### src/rtl/can_warn_irq.sv
module can_warn_irq #(
  parameter int CNT_W      = 8,
  parameter int WARN_LIMIT = 96,
  parameter int TX_BIT     = 17,
  parameter int RX_BIT     = 16,
  parameter int SYNC_BIT   = 18
) (
  input  logic             clk,
  input  logic             rst_n,
  input  logic [CNT_W-1:0] tx_err_cnt,
  input  logic [CNT_W-1:0] rx_err_cnt,
  input  logic             warn_en,
  input  logic             tx_mask,
  input  logic             rx_mask,
  input  logic             bus_off,
  input  logic             freeze,
  input  logic             synced,
  input  logic             wr_en,
  input  logic [31:0]      wr_data,
  output logic             tx_warn,
  output logic             rx_warn,
  output logic             tx_warn_flag,
  output logic             rx_warn_flag,
  output logic             sync_stat,
  output logic             irq,
  output logic [31:0]      status_word
);
  localparam logic [CNT_W-1:0] LIMIT = CNT_W'(WARN_LIMIT);

  logic tx_prev, rx_prev, tx_flag, rx_flag;
  logic tx_set, rx_set, tx_clr, rx_clr;

  assign tx_warn = tx_err_cnt >= LIMIT;
  assign rx_warn = rx_err_cnt >= LIMIT;

  assign tx_set = warn_en && !bus_off && tx_warn && !tx_prev;
  assign rx_set = warn_en && rx_warn && !rx_prev;
  assign tx_clr = wr_en && wr_data[TX_BIT];
  assign rx_clr = wr_en && wr_data[RX_BIT];

  always_ff @(posedge clk or negedge rst_n) begin
    if (!rst_n) begin
      tx_prev <= 1'b0;
      rx_prev <= 1'b0;
      tx_flag <= 1'b0;
      rx_flag <= 1'b0;
    end else if (!freeze) begin
      tx_prev <= tx_warn;
      rx_prev <= rx_warn;
      tx_flag <= tx_set | (tx_flag & ~tx_clr);
      rx_flag <= rx_set | (rx_flag & ~rx_clr);
    end
  end

  assign tx_warn_flag = tx_flag & warn_en;
  assign rx_warn_flag = rx_flag & warn_en;

  always_ff @(posedge clk or negedge rst_n) begin
    if (!rst_n) irq <= 1'b0;
    else        irq <= (tx_warn_flag & tx_mask) | (rx_warn_flag & rx_mask);
  end

  assign sync_stat = synced;

  always_comb begin
    status_word           = '0;
    status_word[SYNC_BIT] = synced;
    status_word[TX_BIT]   = tx_warn_flag;
    status_word[RX_BIT]   = rx_warn_flag;
  end
endmodule

### config.mk
export PLATFORM = sky130hd
export DESIGN_NAME = can_warn_irq
export DESIGN_NICKNAME = d
export VERILOG_FILES = /design/src/rtl/can_warn_irq.sv
export SDC_FILE = /design/constraint.sdc
export NUM_CORES = 1
export LEC_CHECK = 0
export ABC_CLOCK_PERIOD_IN_PS = 1740
export BUFFER_PORTS_ARGS = -buffer_cell sky130_fd_sc_hd__buf_2
export CAP_MARGIN = 0
export CELL_PAD_IN_SITES_DETAIL_PLACEMENT = 2
export CELL_PAD_IN_SITES_GLOBAL_PLACEMENT = 2
export CORE_UTILIZATION = 10
export DETAILED_ROUTE_END_ITERATION = 7
export GPL_TIMING_DRIVEN = 0
export HOLD_SLACK_MARGIN = 0.02
export PLACE_DENSITY = 0.85
export SYNTH_ARGS = -nofsm -noshare
export SYNTH_HDL_FRONTEND = slang
export SYNTH_SLANG_ARGS = --single-unit
### constraint.sdc
create_clock -name clk -period 1.74 [get_ports clk]
set_clock_uncertainty 0.2 [all_clocks]
set_input_delay 0.348 -clock clk [delete_from_list [all_inputs] [get_ports clk]]
set_output_delay 0.348 -clock clk [all_outputs]
set_load 0.01 [all_outputs]
==> metrics.md, run 1 <==
| Metric | Value |
|---|---|
| Outcome | completed |
| Initial core utilization | 0.1038 |
| Final hold viol count | 0 |
| Ys Warns | 0 |
| Post-Synthesis Cells | 52 |
| Clk buf depth | 2 |
| Main combinational cell family by area after synthesis | buffers and inverters |
| Total CTS buffers | 3 |
| Post-synthesis mux area share | 0.04592 |
| CTS tree | built |
| Drt via density | 2.676 |
| Die area | 0.005189 mm2 |
| TritonCTS Sinks | 5 |
| Final min period | 1579 ps |
| Pwr/cell area | 616.3 mW/mm2 |
| Setup violators final | 0 |
| Commonest cells after routing, fill and taps aside | 33 x buf_4, 29 x conb_1, 24 x buf_2 |
| Chip height | 72.04 um |
| Leakage | 0.5021 nW |
| Clock-pin slew on the worst setup and hold paths | 40 ps |
| GRT met2 Usage | 0.08386 |
| IO Count | 95 |
| I/O Buffers | 24 |
| Element type at the critical path start | flop |
| First-pass GRT wire length | 1780 um |
| Global Route Usage Sum | 0.04710 |
| Via count | 471 |
| Total Wirelength | 1246 um |
| Register area share after synthesis | 0.2551 |
| Hold crit path type | in2reg |
| Die X | 72.04 um |
| Met1 GRT Util | 0.04553 |
| Std cell rows | 25 |
| Core Region | 0.004723 mm2 |
| Gr ovfl total | 0 |
| Hpwl dp | 1100 um |
| Largest net degree at the start of global routing | 7 |
| 1st-iter DRT viols | 16 |
| Layout cells sized above 1 | 0.5780 |
| Most used routing layer | met2 |
| Finished Cell Area | 854.6 um2 |
| Synth Register Bits | 5 |
| Commonest non-fill, non-tap cell in the layout | buf_4 |
| Min Hold Slack | 152.5 ps |
| Required @ worst endpoint | 1190 ps |
| Grt met3 use | 0.01667 |
| Final ANT Viol Nets | 0 |
| Drt wl/cell | 7.080 um |
| Setup TNS Final | 0 ps |
| Maxcap violations | 0 |
| Number of remaining DRC errors | 0 |
| Worst setup EP type | primary output |
| H-tree depth | 1 |
| Fin. max-slew vios | 0 |
| Tcrit/Tclk final | 0.9072 |
| Max FO, Critical Path | 3 |
| Final nets | 167 |
| WS Path Type | reg2out |
| Root Driver | clkbuf_8 |
| Adder-cell share of the synthesized area | 0 |
| Synth Cell Area | 490.5 um2 |
| F_max | 633.5 MHz |
| Post-synthesis simple-gate area fraction | 0.1020 |
| Worst vdd ir | 114.9 uV |
| Avg Inst Size Synth | 9.432 um2 |
| Antenna violations before repair | 0 |
| Area Growth Syn to Fin | 74.23% |
| GPL Wtd Cong | 0.6729 |
| XOR/XNOR share of the synthesized area | 0 |
| DP Area | 799.5 um2 |
| Total iterations of the first detailed-routing run | 4 |
| Compound-cell area share of the yosys netlist | 0.08418 |
| Vias in the first global route | 423 |
| N_diodes | 0 |
| Synth unique cells | 10 |
| RSZ-0062 raised after global routing | no |
| CP arrival | 1030 ps |
| Clk_lat worst skew | 220 ps |
-- where the power goes --
group          leakage, nW  internal (mW)  switching, mW
Sequential          0.0611          0.133        0.00748
Clock               0.0228          0.158         0.0599
Combinational        0.418         0.0943         0.0747
Total                0.502          0.385          0.142
-- worst paths after layout --
| check | start | endpoint | slack [ps] | cells after the start |
|---|---|---|---|---|
| setup / recovery | tx_flag$_DFFE_PN0N_ | status_word[17] | 160 | 3 |
| hold / removal | rx_mask | irq$_DFF_PN0_ | 150 | 2 |
| setup reg to reg | tx_flag$_DFFE_PN0N_ | irq$_DFF_PN0_ | 640 | 2 |
| hold reg to reg | tx_flag$_DFFE_PN0N_ | tx_flag$_DFFE_PN0N_ | 290 | 1 |
| max in group asynchronous | rst_n | tx_prev$_DFFE_PN0N_ | 900 | 2 |
| min in group asynchronous | rst_n | irq$_DFF_PN0_ | 300 | 2 |
-- per-stage QoR --
stage                     worst slack (ps)  std cells  power, mW  utilization
after floorplan                      494.6         80     0.2623            -
after global placement               316.5        171     0.3032       0.1693
after detailed placement             306.8        171     0.3085       0.1693
after CTS                            140.5        176     0.5368       0.1809
after global routing                 105.9        176     0.5606       0.1809
final                                161.4        176     0.5267       0.1809
-- flip-flops by register name, summed over array words and instances (netlist names) --
signal,flops
irq,1
rx_flag,1
rx_prev,1
tx_flag,1
tx_prev,1
-- repair_timing --
item | CTS | global route
hold endpoints to repair | 5 | 0
buffers inserted | 0 | 0
resized for setup | 0 | 0
hold buffers | 1 | 0
-- cell families (layout without fill, tap and decap cells) --
family | count (synthesis) | count (layout)
buf+inv | 33 | 62
simple gates | 6 | 6
compound gates | 5 | 5
flops | 5 | 5
mux | 2 | 2
other cells | 1 | 29
-- synth_stat cells --
library cell / number / area (um2)
a22o_1: 3 / 26.28
conb_1: 1 / 3.750
nor4b_2: 1 / 15.01
a21o_1: 2 / 15.01
nand3b_1: 2 / 15.01
dfrtp_1: 5 / 125.1
and2_1: 2 / 12.51
buf_4: 33 / 247.7
nor3b_1: 1 / 7.510
mux2_2: 2 / 22.52
-- layout make-up --
class                      instances  area (um2)
tap                               67       83.83
timing repair buffer              25       130.1
sequential                         5       125.1
fill                             556        3869
multi-input combinational         42       222.7
clock buffer                       4       45.04
buffer                            33       247.7
-- metal layers --
metal,share of wire,vias up
li1,-,224
met5,0,-
met1,0.34,215
met4,0.0048,0
met3,0.10,2
met2,0.55,30
-- worst max-delay path, stage by stage (launching register included) --
cell	delay, ps
dfrtp_1	370
and2_1	180
buf_4	130
buf_2	130
Note: power is estimated with default switching activity, not from simulation.
==> run 2: changes to the inputs <==
--- a/config.mk
+++ b/config.mk
@@ -10,6 +10,7 @@
 export CAP_MARGIN = 0
 export CELL_PAD_IN_SITES_DETAIL_PLACEMENT = 2
 export CELL_PAD_IN_SITES_GLOBAL_PLACEMENT = 2
+export CORE_MARGIN = 8
 export CORE_UTILIZATION = 10
 export DETAILED_ROUTE_END_ITERATION = 7
 export GPL_TIMING_DRIVEN = 0
==> constraint.sdc (replaced) <==
create_clock -name clk -period 1.74 [get_ports clk]
set_clock_uncertainty 0.2 [all_clocks]
set_input_delay 0.348 -clock clk [delete_from_list [all_inputs] [get_ports clk]]
set_output_delay 0.348 -clock clk [all_outputs]
set_load 0.1 [all_outputs]
==> run 2 against run 1 <==
  * Power up 71%
  * Global-route usage fell by 0.56 points
  * Sequential power hardly changed
  * Final area up 1.2%
  * Register-to-register slack improved by 30 ps
  * Routed wire length rose by 27%
  * Worst setup slack lost 110 ps
  * Non-clock buffer count stayed put
  * Count of clock-buffer cells in the layout unchanged
  * First-iteration DRC count decreased by 94%
  * Core utilization rose by 0.21 points
  * Critical path depth decreased by 1
  * Critical path type unchanged
  * Largest cell class unchanged
==> metrics.md, run 2 (same netlist as run 1, synthesis figures left out) <==
| Metric | Value |
|---|---|
| Outcome | completed |
| Grt met3 use | 0.02292 (+0.006256) |
| Max FO, Critical Path | 3 (unchanged) |
| Tcrit/Tclk final | 0.9709 (+0.06367) |
| Antenna violations before repair | 0 (unchanged) |
| Die X | 86.04 um (+19%) |
| First-pass GRT wire length | 2477 um (+39%) |
| Die area | 0.007402 mm2 (+43%) |
| Total CTS buffers | 3 (unchanged) |
| Core Region | 0.004723 mm2 (unchanged) |
| Maxcap violations | 0 (unchanged) |
| Drt via density | 2.557 (-4.5%) |
| H-tree depth | 1 (unchanged) |
| Std cell rows | 25 (unchanged) |
| GRT met2 Usage | 0.07068 (-0.01318) |
| I/O Buffers | 24 (unchanged) |
| RSZ-0062 raised after global routing | no |
| Initial core utilization | 0.1038 (unchanged) |
| Pwr/cell area | 1043 mW/mm2 (+69%) |
| Met1 GRT Util | 0.03996 (-0.005575) |
| Number of remaining DRC errors | 0 (unchanged) |
| Area Growth Syn to Fin | 76.28% |
| Total power | 0.9014 mW (+71%) |
| Drt wl/cell | 9.011 um (+27%) |
| Worst vdd ir | 178.7 uV (+55%) |
| Finished Cell Area | 864.6 um2 (+1.2%) |
| Clock-pin slew on the worst setup and hold paths | 30 ps (about the same) |
| Chip height | 86.04 um (+19%) |
| Root Driver | clkbuf_8 |
| Most used routing layer | met2 |
| F_max | 591.9 MHz (-6.6%) |
| Worst setup EP type | primary output |
| Gr ovfl total | 0 (unchanged) |
| Setup violators final | 0 (unchanged) |
| Clk_lat worst skew | 220 ps (about the same) |
| 1st-iter DRT viols | 1 (-15) |
| DP Area | 804.5 um2 (+0.63%) |
| Layout cells sized above 1 | 0.5963 (+0.01835) |
| Commonest cells after routing, fill and taps aside | 35 x buf_4, 29 x conb_1, 22 x buf_2 |
| Element type at the critical path start | flop |
| Final hold viol count | 0 (unchanged) |
| Min Hold Slack | 164.3 ps (+11.75 ps) |
| Worst Slack Setup Final | 50.61 ps (-110.8 ps) |
| Via count | 450 (-4.5%) |
| Hold crit path type | in2reg |
| TritonCTS Sinks | 5 (unchanged) |
| Post-Layout Cell Count | 176 (unchanged) |
| Pre-CTS setup slack | 75.82 ps (-231.0 ps) |
| Total iterations of the first detailed-routing run | 2 (-2) |
| Required @ worst endpoint | 1190 ps (about the same) |
| Vias in the first global route | 513 (+21%) |
| WS Path Type | reg2out |
| Commonest non-fill, non-tap cell in the layout | buf_4 |
| Fin. max-slew vios | 0 (unchanged) |
| Global Route Usage Sum | 0.04147 (-0.005634) |
| Setup TNS Final | 0 ps (unchanged) |
| Clk buf depth | 2 (unchanged) |
| N_diodes | 0 (unchanged) |
| Final min period | 1689 ps (+110.8 ps) |
| Largest net degree at the start of global routing | 7 (unchanged) |
| GPL Wtd Cong | 0.6954 (+3.3%) |
| Postcts setup bufs | 0 (unchanged) |
| CTS tree | built |
| Util after Layout | 0.1830 (+0.002119) |
| Total Wirelength | 1586 um (+27%) |
| Final nets | 167 (unchanged) |
| Final ANT Viol Nets | 0 (unchanged) |
| Placed Cells | 171 (unchanged) |
| CP arrival | 1140 ps (+110 ps) |
| Leakage | 0.5056 nW (+0.70%) |
| IO Count | 95 (unchanged) |
## run 2: cell counts in the layout (fill, tap and decap cells not counted)
No cell type changed its count.
## run 2: worst paths after layout
check | start | endpoint | slack (ps) | cells past startpoint
max in group asynchronous | rst_n | rx_flag$_DFFE_PN0N_ | 920 | 2
worst min register to register | rx_prev$_DFFE_PN0N_ | rx_prev$_DFFE_PN0N_ | 310 | 1
min in group asynchronous | rst_n | tx_flag$_DFFE_PN0N_ | 280 | 2
worst min-delay path | rx_mask | irq$_DFF_PN0_ | 160 | 2
worst max-delay path | rx_flag$_DFFE_PN0N_ | rx_warn_flag | 50 | 2
worst max register to register | tx_flag$_DFFE_PN0N_ | irq$_DFF_PN0_ | 670 | 2
## run 2: power by group
part           total [mW]  switching, mW  internal [mW]
Sequential          0.141        0.00822          0.133
Clock               0.212         0.0552          0.157
Combinational       0.548          0.444          0.104
## run 2: timing repair
item                                    in CTS  in global routing
resized for setup                            2                  0
hold buffers                                 1                  0
endpoints found under the hold margin        5                  0
endpoints found under the setup margin       2                  0
## run 2: worst max-delay path: stages (launching register included)
cell and delay, ps:
dfrtp_1 350, and2_4 150, buf_2 420
## run 2: routing by layer
layer | vias up | share of wire
met3 | 0 | 0.13
met5 | - | 0
met4 | 0 | 0
met1 | 196 | 0.38
met2 | 33 | 0.49
li1 | 221 | -
## run 2: area by class of cell
class / count / area [um2]
Clock buffer: 4 / 45.04
Multi-Input combinational cell: 42 / 227.7
Sequential cell: 5 / 125.1
Timing Repair Buffer: 25 / 135.1
Buffer: 33 / 247.7
Fill cell: 576 / 3859
Tap cell: 67 / 83.83
==> run 3: changes to the inputs <==
--- a/config.mk
+++ b/config.mk
@@ -6,7 +6,7 @@
 export NUM_CORES = 1
 export LEC_CHECK = 0
 export ABC_CLOCK_PERIOD_IN_PS = 1740
-export BUFFER_PORTS_ARGS = -buffer_cell sky130_fd_sc_hd__buf_2
+export BUFFER_PORTS_ARGS = -buffer_cell sky130_fd_sc_hd__buf_4
 export CAP_MARGIN = 0
 export CELL_PAD_IN_SITES_DETAIL_PLACEMENT = 2
 export CELL_PAD_IN_SITES_GLOBAL_PLACEMENT = 2
==> run 3 against run 2 <==
  * Sequential cell count unchanged
  * Sequential share of layout area decreased by 0.87 points
  * Final area increased by 6.4%
  * Final cell count unchanged
  * Worst setup slack improved by 21 ps
  * Via count increased by 4.2%
  * Clock power increased by 3%
  * Global-route usage about the same
==> metrics.md, run 3 (same netlist as run 1, synthesis figures left out) <==
| Metric | Value |
|---|---|
| Outcome | completed |
| Antenna violations before repair | 0 (unchanged) |
| Required @ worst endpoint | 1190 ps (about the same) |
| WS Path Type | reg2out |
| GPL Wtd Cong | 0.6716 (-3.4%) |
| IO Count | 95 (unchanged) |
| DP Area | 864.6 um2 (+7.5%) |
| Sequential share of power | 0.153 (-0.004) |
| Crit path cell chain | and2_4 -> buf_4 -> buf_4 |
| Area of the multi-input gates | 227.7 um2 (unchanged) |
| Finished Cell Area | 919.6 um2 (+6.4%) |
| Worst setup EP type | primary output |
| Min Hold Slack | 147.4 ps (-16.88 ps) |
| Die X | 86.04 um (unchanged) |
| Most used routing layer | met2 |
| Gr ovfl total | 0 (unchanged) |
| Final hold viol count | 0 (unchanged) |
| Worst path top cell family by delay | flip-flops |
| Commonest cells after routing, fill and taps aside | 57 x buf_4, 29 x conb_1, 5 x dfrtp_1 |
| First-pass GRT wire length | 2352 um (-5.0%) |
| Final min period | 1668 ps (-21.33 ps) |
| Std cell rows | 25 (unchanged) |
| Total iterations of the first detailed-routing run | 2 (unchanged) |
| Final ANT Viol Nets | 0 (unchanged) |
| CP max-delay cell | dfrtp_1 |
| Fin. max-slew vios | 0 (unchanged) |
| Core Region | 0.004723 mm2 (unchanged) |
| Placed Cells | 171 (unchanged) |
| Met1 GRT Util | 0.03775 (-0.002210) |
| Maxcap violations | 0 (unchanged) |
| Total CTS buffers | 3 (unchanged) |
| Setup TNS Final | 0 ps (unchanged) |
| Reg2reg path depth | 2 (unchanged) |
| Initial core utilization | 0.1038 (unchanged) |
| TritonCTS Sinks | 5 (unchanged) |
| Max FO, Critical Path | 3 (unchanged) |
| H-tree depth | 1 (unchanged) |
| Setup violators final | 0 (unchanged) |
| Clock-pin slew on the worst setup and hold paths | 40 ps (about the same) |
| GRT met2 Usage | 0.06998 (-0.0006998) |
| Vias in the first global route | 501 (-2.3%) |
| Worst hold path stage count | 2 (unchanged) |
| Clk buf depth | 2 (unchanged) |
| Post-Layout Cell Count | 176 (unchanged) |
| Pwr/cell area | 1005 mW/mm2 (-3.6%) |
| Via count | 469 (+4.2%) |
| Worst vdd ir | 155.9 uV (-13%) |
| P_int | 0.4111 mW (+4.4%) |
| Element type at the critical path start | flop |
| Number of remaining DRC errors | 0 (unchanged) |
| WP depth | 3 (+1) |
| Global Route Usage Sum | 0.04107 (-0.0004031) |
| Commonest non-fill, non-tap cell in the layout | buf_4 |
| Sw frac | 0.5551 (-0.008195) |
| Area Growth Syn to Fin | 87.50% |
| Fillers | 562 (-2.4%) |
| Grt met3 use | 0.02292 (unchanged) |
| F_max | 599.5 MHz (+1.3%) |
| Final nets | 167 (unchanged) |
| RSZ-0062 raised after global routing | no |
| CP arrival | 1120 ps (-20 ps) |
| Register Area | 125.1 um2 (unchanged) |
| Root Driver | clkbuf_8 |
| Die area | 0.007402 mm2 (unchanged) |
| Most Frequent Cell on Critical Path | buf_4 |
| Clk_lat worst skew | 220 ps (about the same) |
| Drt via density | 2.665 (+4.2%) |
| Worst path bufs/invs | 2 (+1) |
| Tcrit/Tclk final | 0.9587 (-0.01226) |
| Largest net degree at the start of global routing | 7 (unchanged) |
| Slowest stage delay, CP | 380 ps (-40 ps) |
| 1st-iter DRT viols | 4 (+3) |
| Hold crit path type | in2reg |
| Chip height | 86.04 um (unchanged) |
| N_diodes | 0 (unchanged) |
| Total power | 0.9239 mW (+2.5%) |
| CTS tree | built |
| Leakage | 0.5230 nW (+3.4%) |
| Layout cells sized above 1 | 0.5963 (unchanged) |
| Total Wirelength | 1618 um (+2.0%) |
| Clock Power Share | 0.236 (about the same) |
| I/O Buffers | 24 (unchanged) |
| P_sw | 0.5128 mW (+1.0%) |
| Drt wl/cell | 9.193 um (+2.0%) |
| Combinational power share | 0.611 (+0.003) |
[run 3: cell types whose count changed in the layout (fill, tap and decap cells not counted)]
cell / before / now
buf_2: 22 / 0
buf_4: 35 / 57
[run 3: layout make-up]
type,instances,area share
buffer,33,0.2694
multi-input combinational,42,0.2476
timing repair buffer,25,0.2068
sequential,5,0.1361
tap,67,0.09116
clock buffer,4,0.04898
[run 3: final timing paths]
check,start,to,slack (ps)
min in group asynchronous,rst_n,irq$_DFF_PN0_,270
min,rx_mask,irq$_DFF_PN0_,150
min reg2reg,rx_flag$_DFFE_PN0N_,rx_flag$_DFFE_PN0N_,300
max in group asynchronous,rst_n,rx_prev$_DFFE_PN0N_,960
max,tx_flag$_DFFE_PN0N_,status_word[17],70
max reg2reg,tx_flag$_DFFE_PN0N_,irq$_DFF_PN0_,650
[run 3: timing repair]
action                     4_1_cts  5_1_grt
setup endpoints to repair        0        0
gates resized for setup          0        0
hold buffers                     1        0
buffers inserted                 0        0
hold endpoints to repair         5        0
[run 3: per-layer routing]
layer,vias to the layer above,routed length [um]
li1,222,-
met1,208,570
met2,36,783
met3,3,234
met4,0,29
met5,-,0
[run 3: power groups by stage]
stage	Combinational (mW)	Clock, mW	Sequential (mW)
2_1_floorplan	0.476	0	0.159
3_3_place_gp	0.556	0	0.142
3_5_place_dp	0.559	0	0.143
4_1_cts	0.562	0.229	0.141
5_1_grt	0.583	0.230	0.143
6_report	0.565	0.218	0.141
[run 3: through the flow]
stage	utilization	setup WS, ps
floorplan	-	156.5
global placement	0.1830	235.9
detailed placement	0.1830	224.6
CTS	0.1947	63.76
global route	0.1947	34.63
finish	0.1947	71.94
[run 3: worst register-to-register path, stage by stage, from the launching register on]
cell and delay [ps]:
dfrtp_1 380, and2_4 170, a22o_1 220
